==> config.mk <==
export PLATFORM = sky130hd
export DESIGN_NAME = sop_logic_array
export DESIGN_NICKNAME = d
export VERILOG_FILES = /design/src/rtl/sop_pkg.sv /design/src/rtl/sop_prog_ctrl.sv /design/src/rtl/sop_fuse_store.sv /design/src/rtl/sop_line_builder.sv /design/src/rtl/sop_term_eval.sv /design/src/rtl/sop_logic_array.sv
export SDC_FILE = /design/constraint.sdc
export NUM_CORES = 2
export LEC_CHECK = 0
export ABC_AREA = 1
export BUFFER_PORTS_ARGS = -buffer_cell sky130_fd_sc_hd__buf_2
export CAP_MARGIN = 5
export CORE_ASPECT_RATIO = 2
export CORE_MARGIN = 2
export CORE_UTILIZATION = 41
export DETAILED_ROUTE_END_ITERATION = 8
export SKIP_CTS_REPAIR_TIMING = 1
export SKIP_LAST_GASP = 1
export SYNTH_ARGS = -nofsm -noshare
export SYNTH_HDL_FRONTEND = slang
export SYNTH_SLANG_ARGS = --single-unit
==> constraint.sdc <==
create_clock -name clk -period 4 [get_ports clk]
set_clock_uncertainty 0.05 [all_clocks]
set_input_delay 0.8 -clock clk [delete_from_list [all_inputs] [get_ports clk]]
set_output_delay 0.8 -clock clk [all_outputs]
set_load 0.01 [all_outputs]
==> src/rtl/sop_pkg.sv <==
package sop_pkg;

    typedef enum logic [1:0] {
        ST_RUN   = 2'd0,
        ST_PROG  = 2'd1,
        ST_ERASE = 2'd2
    } prog_state_e;

endpackage

==> src/rtl/sop_prog_ctrl.sv <==
module sop_prog_ctrl
    import sop_pkg::*;
(
    input  logic clk,
    input  logic rst_n,
    input  logic prog_en,
    input  logic prog_erase,
    input  logic prog_wr,
    output logic wr_en,
    output logic clr_en
);

    prog_state_e st_q;
    prog_state_e st_d;

    // state register
    always_ff @(posedge clk or negedge rst_n) begin
        if (!rst_n) begin
            st_q <= ST_RUN;
        end else begin
            st_q <= st_d;
        end
    end

    // next state
    always_comb begin
        st_d = st_q;
        unique case (st_q)
            ST_RUN: begin
                if (prog_en) st_d = ST_PROG;          // enter
            end
            ST_PROG: begin
                if (!prog_en)        st_d = ST_RUN;   // leave
                else if (prog_erase) st_d = ST_ERASE; // erase
            end
            ST_ERASE: begin
                st_d = prog_en ? ST_PROG : ST_RUN;    // resume / abort
            end
            default: st_d = ST_RUN;
        endcase
    end

    // outputs
    always_comb begin
        wr_en  = 1'b0;
        clr_en = 1'b0;
        unique case (st_q)
            ST_RUN:   ;
            ST_PROG:  wr_en  = prog_en && prog_wr;
            ST_ERASE: clr_en = 1'b1;
            default:  ;
        endcase
    end

endmodule

==> src/rtl/sop_fuse_store.sv <==
module sop_fuse_store #(
    parameter int ROWS  = 64,
    parameter int LINES = 32,
    parameter int AW    = 6
) (
    input  logic                        clk,
    input  logic                        rst_n,
    input  logic                        wr_en,
    input  logic                        clr_en,
    input  logic [AW-1:0]               wr_row,
    input  logic [LINES-1:0]            wr_data,
    output logic [ROWS-1:0][LINES-1:0]  fuse_map
);

    for (genvar r = 0; r < ROWS; r++) begin : g_row
        logic [LINES-1:0] row_q;
        always_ff @(posedge clk or negedge rst_n) begin
            if (!rst_n) begin
                row_q <= '0;
            end else if (clr_en) begin
                row_q <= '0;
            end else if (wr_en && (wr_row == AW'(r))) begin
                row_q <= wr_data;
            end
        end
        assign fuse_map[r] = row_q;
    end

endmodule

==> src/rtl/sop_line_builder.sv <==
module sop_line_builder #(
    parameter int N_DED = 8,
    parameter int N_FB  = 8,
    localparam int LINES = 2 * (N_DED + N_FB)
) (
    input  logic [N_DED-1:0] ded_in,
    input  logic [N_FB-1:0]  fb_in,
    output logic [LINES-1:0] lines
);

    for (genvar k = 0; k < N_DED; k++) begin : g_ded
        assign lines[2*k]     = ded_in[k];
        assign lines[2*k + 1] = ~ded_in[k];
    end

    for (genvar k = 0; k < N_FB; k++) begin : g_fb
        assign lines[2*N_DED + 2*k]     = fb_in[k];
        assign lines[2*N_DED + 2*k + 1] = ~fb_in[k];
    end

endmodule

==> src/rtl/sop_term_eval.sv <==
module sop_term_eval #(
    parameter int ROWS  = 64,
    parameter int LINES = 32
) (
    input  logic [ROWS-1:0][LINES-1:0] fuse_map,
    input  logic [LINES-1:0]           lines,
    output logic [ROWS-1:0]            terms
);

    // an open cell passes 1; a connected cell passes its line
    for (genvar t = 0; t < ROWS; t++) begin : g_term
        assign terms[t] = &(~fuse_map[t] | lines);
    end

endmodule

==> src/rtl/sop_logic_array.sv <==
module sop_logic_array #(
    parameter int N_DED     = 8,
    parameter int N_FB      = 8,
    parameter int N_CELLS   = 8,
    parameter int SUM_TERMS = 7,
    localparam int ROWS_PER_CELL = SUM_TERMS + 1,
    localparam int ROWS          = N_CELLS * ROWS_PER_CELL,
    localparam int LINES         = 2 * (N_DED + N_FB),
    localparam int ROW_AW        = $clog2(ROWS)
) (
    input  logic               clk,
    input  logic               rst_n,
    input  logic [N_DED-1:0]   ded_in,
    input  logic [N_FB-1:0]    fb_in,
    input  logic               prog_en,
    input  logic               prog_erase,
    input  logic               prog_wr,
    input  logic [ROW_AW-1:0]  prog_row,
    input  logic [LINES-1:0]   prog_data,
    output logic [N_CELLS-1:0] or_sum,
    output logic [N_CELLS-1:0] xtra_term
);

    logic                       wr_en;
    logic                       clr_en;
    logic [ROWS-1:0][LINES-1:0] fuse_map;
    logic [LINES-1:0]           lines;
    logic [ROWS-1:0]            terms;

    sop_prog_ctrl i_ctrl (
        .clk        (clk),
        .rst_n      (rst_n),
        .prog_en    (prog_en),
        .prog_erase (prog_erase),
        .prog_wr    (prog_wr),
        .wr_en      (wr_en),
        .clr_en     (clr_en)
    );

    sop_fuse_store #(
        .ROWS  (ROWS),
        .LINES (LINES),
        .AW    (ROW_AW)
    ) i_store (
        .clk      (clk),
        .rst_n    (rst_n),
        .wr_en    (wr_en),
        .clr_en   (clr_en),
        .wr_row   (prog_row),
        .wr_data  (prog_data),
        .fuse_map (fuse_map)
    );

    sop_line_builder #(
        .N_DED (N_DED),
        .N_FB  (N_FB)
    ) i_lines (
        .ded_in (ded_in),
        .fb_in  (fb_in),
        .lines  (lines)
    );

    sop_term_eval #(
        .ROWS  (ROWS),
        .LINES (LINES)
    ) i_terms (
        .fuse_map (fuse_map),
        .lines    (lines),
        .terms    (terms)
    );

    for (genvar c = 0; c < N_CELLS; c++) begin : g_cell
        assign or_sum[c]    = |terms[c*ROWS_PER_CELL +: SUM_TERMS];
        assign xtra_term[c] = terms[c*ROWS_PER_CELL + SUM_TERMS];
    end

endmodule

==> insert_results.sql <==
INSERT INTO impl_metrics (metric_group, metric, value, unit) VALUES
('pwr', 'power.share.sequential', '0.488', ''),
('yosys', 'area_fraction_in_and_or_nand_and_nor_cells_after_synthesis', '0.2729', ''),
('global_route', 'grt_overflow_total', '0', ''),
('yosys', 'synth_top_family_by_area', 'simple AND/OR/NAND/NOR gates', ''),
('route', 'total_detailed_routing_wirelength', '344500', 'um'),
('cells_and_area', 'syn2layout_area_growth', '11.63', '%'),
('sta', 'finalHoldViolCount', '0', ''),
('yosys', 'synth_largest_area_cell', 'dfrtp_1', ''),
('sta', 'setup_viol', '0', ''),
('route', 'ant_nets', '0', ''),
('route', 'vias_per_cell', '5.790', ''),
('cells_and_area', 'nNetsFinal', '10850', ''),
('yosys', 'postSynth.asyncResetShare', '1.000', ''),
('die', 'fp.dieW', '338.0', 'um'),
('worst_setup_path', 'critPathLaunchType', 'input port', ''),
('min_path', 'min-delay-path-class', 'in2reg', ''),
('clocking', 'clock_insertion_delay_worst_skew', '840', 'ps'),
('pwr', 'p_int', '32540', 'uW'),
('sta', 'fin_crit', '3823', 'ps'),
('sta', 'timing.slew.headroom', '0.1021', ''),
('clocking', 'clk_pin_slew_worst_paths', '70', 'ps'),
('route', 'detail_route.wl_per_cell', '24.78', 'um'),
('worst_setup_path', 'cp-end-kind', 'output port', ''),
('die', 'num_io_pins', '75', ''),
('clocking', 'cts-root-to-sink-buffers', '4', ''),
('pwr', 'power.static_leakage', '0.04890', 'uW'),
('placement', 'io_buffer_count', '74', ''),
('worst_setup_path', 'worst_path_required', '3150', 'ps'),
('global_route', 'grt_pass1_vias', '77750', ''),
('yosys', 'synth.cell_area', '0.09145', 'mm^2'),
('pwr', 'p_per_area', '434.7', 'mW/mm^2'),
('yosys', 'area_share_of_xor_xnor_cells_in_the_synthesized_design', '0', ''),
('global_route', 'largest_net_degree_at_the_start_of_global_routing', '228', ''),
('placement', 'place_congestion', '0.9220', ''),
('yosys', 'synth_enable_flop_cells', '0', ''),
('route', 'drt-pass1-iter-count', '6', ''),
('yosys', 'synth_seq_area_share', '0.5610', ''),
('clocking', 'numCtsBuffers', '184', ''),
('pwr', 'switching_power_share_of_the_total', '0.2668', ''),
('sta', 'rsz0062_at_grt', 'false', ''),
('yosys', 'muxShareOfSynthArea', '0.0007662', ''),
('cells_and_area', 'drive_gt1_frac', '0.07393', ''),
('yosys', 'synth_area_per_cell', '8.156', 'um^2'),
('yosys', 'post_syn_nets', '11270', ''),
('yosys', 'yosysTopAreaCellShare', '0.5610', ''),
('worst_setup_path', 'ff2ff_setup_slack', '830', 'ps'),
('sta', 'final.setup.tns', '0', 'ps'),
('placement', 'dp.final_hpwl', '205900', 'um'),
('clocking', 'sink_count_of_the_clock_tree', '2050', ''),
('pwr', 'finalPower', '44380', 'uW'),
('pwr', 'total_switching_power', '11840', 'uW'),
('sta', 'period_utilisation_layout', '0.9558', ''),
('global_route', 'gr-usage-all-layers', '0.3015', ''),
('sta', 'final_max_slew_viol_count', '0', ''),
('die', 'floorplan.die.height', '671.9', 'um'),
('global_route', 'antenna_found_initial', '22', ''),
('run_status', 'result_of_the_run', 'finished, final reports clean', ''),
('worst_setup_path', 'worst_ep_arrival_time', '2970', 'ps'),
('clocking', 'tritoncts', 'yes', ''),
('job', 'drv_cap', '0', ''),
('pwr', 'combinational_power_share', '0.098', ''),
('yosys', 'synth_seq_cells', '2050', ''),
('worst_setup_path', 'crit_type', 'in2out', ''),
('die', 'placementRows', '245', ''),
('yosys', 'postSynthCellCount', '11210', ''),
('yosys', 'synth-warning-count', '0', ''),
('clocking', 'clock_tree.root_cell', 'clkbuf_16', ''),
('die', 'floorplan.core_area', '0.2222', 'mm^2'),
('pwr', 'pwr-share-clk', '0.414', ''),
('yosys', 'synth_fa_ha_area_frac', '0', ''),
('yosys', 'dominantRegCellSynth', 'dfrtp_1', ''),
('die', 'start_util', '0.4115', ''),
('worst_setup_path', 'path_max_fanout', '11', ''),
('route', 'drt_drc_violations_left', '0', ''),
('yosys', 'synth.top_cells.by_area', 'dfrtp_1, nand2_1, o21ai_0', ''),
('route', 'detailroute.via_count', '80490', ''),
('sta', 'tightestPinTransition', '1347', 'ps'),
('die', 'die_area', '0.2271', 'mm^2'),
('clocking', 'cts_h_tree_depth', '4', ''),
('pwr', 'ir_drop', '0.0002992', 'V'),
('yosys', 'count_of_different_cell_masters_after_synthesis', '28', ''),
('route', 'drt_iter0_markers', '8364', ''),
('sta', 'top_achievable_clock_speed', '261.6', 'MHz'),
('global_route', 'first_pass_grt_wire_length', '511600', 'um'),
('yosys', 'synth_area_in_compound_gates', '0.1171', '');
critical path, stage by stage:
cell     delay [ps]
buf_4           180
inv_4            90
buf_4           380
nand2_1         190
nand2_1         100
nor2_1           50
nand2_1          50
nor2_1           40
buf_4           130
nand2_1         210
nand2_1         180
nor2_1          120
nand2_1         140
buf_12          150
buf_2           130
logic make-up (layout without fill, tap and decap cells):
family	after synthesis	in the layout
AO/OA/AOI/OAI	2127	2127
buffers and inverters	1129	846
flip-flops	2050	2050
multiplexers	7	7
other	0	9
AND/OR/NAND/NOR	5899	5899
layout by cell type (no fill, tap or decap), types with 85 or more instances in the layout:
cell type / synthesis / routed
clkbuf_16: 0 / 190
buf_12: 0 / 119
dfrtp_1: 2050 / 2050
nand2_1: 3175 / 3108
inv_1: 86 / 85
buf_4: 1 / 242
o21ai_0: 2099 / 2099
nand3_1: 1926 / 1926
nand4_1: 111 / 111
nor2_1: 665 / 665
power by group through the flow:
stage                     Sequential [uW]  Clock, uW  Combinational, uW
after floorplan                     22000          0               1840
after global placement              22000          0               4280
after detailed placement            22000          0               4310
after CTS                           21600      18600               4320
after global routing                21700      19300               4630
final                               21600      18400               4360
per-stage QoR:
step                std cells  hold WS [ps]  setup WS, ps  instance area [um^2]    util
global placement        13570         416.7         259.4                 96020  0.4320
CTS                     13890        -179.2         262.9                102100  0.4592
global route            13890         162.3         167.1                102100  0.4593
floorplan               11210         403.4          1135                 91450       -
detailed placement      13570         423.2         266.3                 96020  0.4320
finish                  13900         147.7         176.6                102100  0.4594
cell type report:
type / count / area (um^2)
fill: 21720 / 120200
timing repair buffer: 419 / 4494
inverter: 106 / 445.4
clock buffer: 270 / 5475
tap: 2964 / 3709
clock inverter: 51 / 560.5
multi-input combinational: 8033 / 36080
sequential: 2050 / 51300
antenna: 9 / 22.52
registers in the layout (all words and copies together), names as in the netlist:
register	flops
i_store.g_row.row_q	2048
i_ctrl.st_q	2
path summary, 6_finish.rpt:
check / startpoint / to / depth (start not counted)
max: fb_in[2] / or_sum[3] / 15
min: prog_erase / i_ctrl.st_q[1]$_DFFE_PN0P_ / 3
max reg2reg: i_ctrl.st_q[0]$_DFFE_PN0P_ / i_store.g_row[12].row_q[14]$_DFFE_PN0P_ / 5
min reg2reg: i_store.g_row[2].row_q[25]$_DFFE_PN0P_ / i_store.g_row[2].row_q[25]$_DFFE_PN0P_ / 2
max in group asynchronous: rst_n / i_store.g_row[52].row_q[25]$_DFFE_PN0P_ / 3
min in group asynchronous: rst_n / i_store.g_row[7].row_q[16]$_DFFE_PN0P_ / 2
cells in the mapped netlist (9+ instances only):
library cell  number
nand4_1          111
o21ai_1            9
buf_1            140
dfrtp_1         2050
nand3_1         1926
inv_1             86
o21ai_0         2099
nand4_2           11
clkbuf_1         747
nor2_1           665
buf_2            134
nand2_1         3175
clkinv_1           9
inv_2             11
per-layer routing:
layer / global-route usage / wire length, um / vias up
li1: - / - / 36340
met1: 0.3696 / 127500 / 39430
met2: 0.5002 / 165700 / 3649
met3: 0.04452 / 26910 / 1057
met4: 0.1825 / 24320 / 10
met5: 0 / 69 / -
Note: power is estimated with default switching activity, not from simulation.
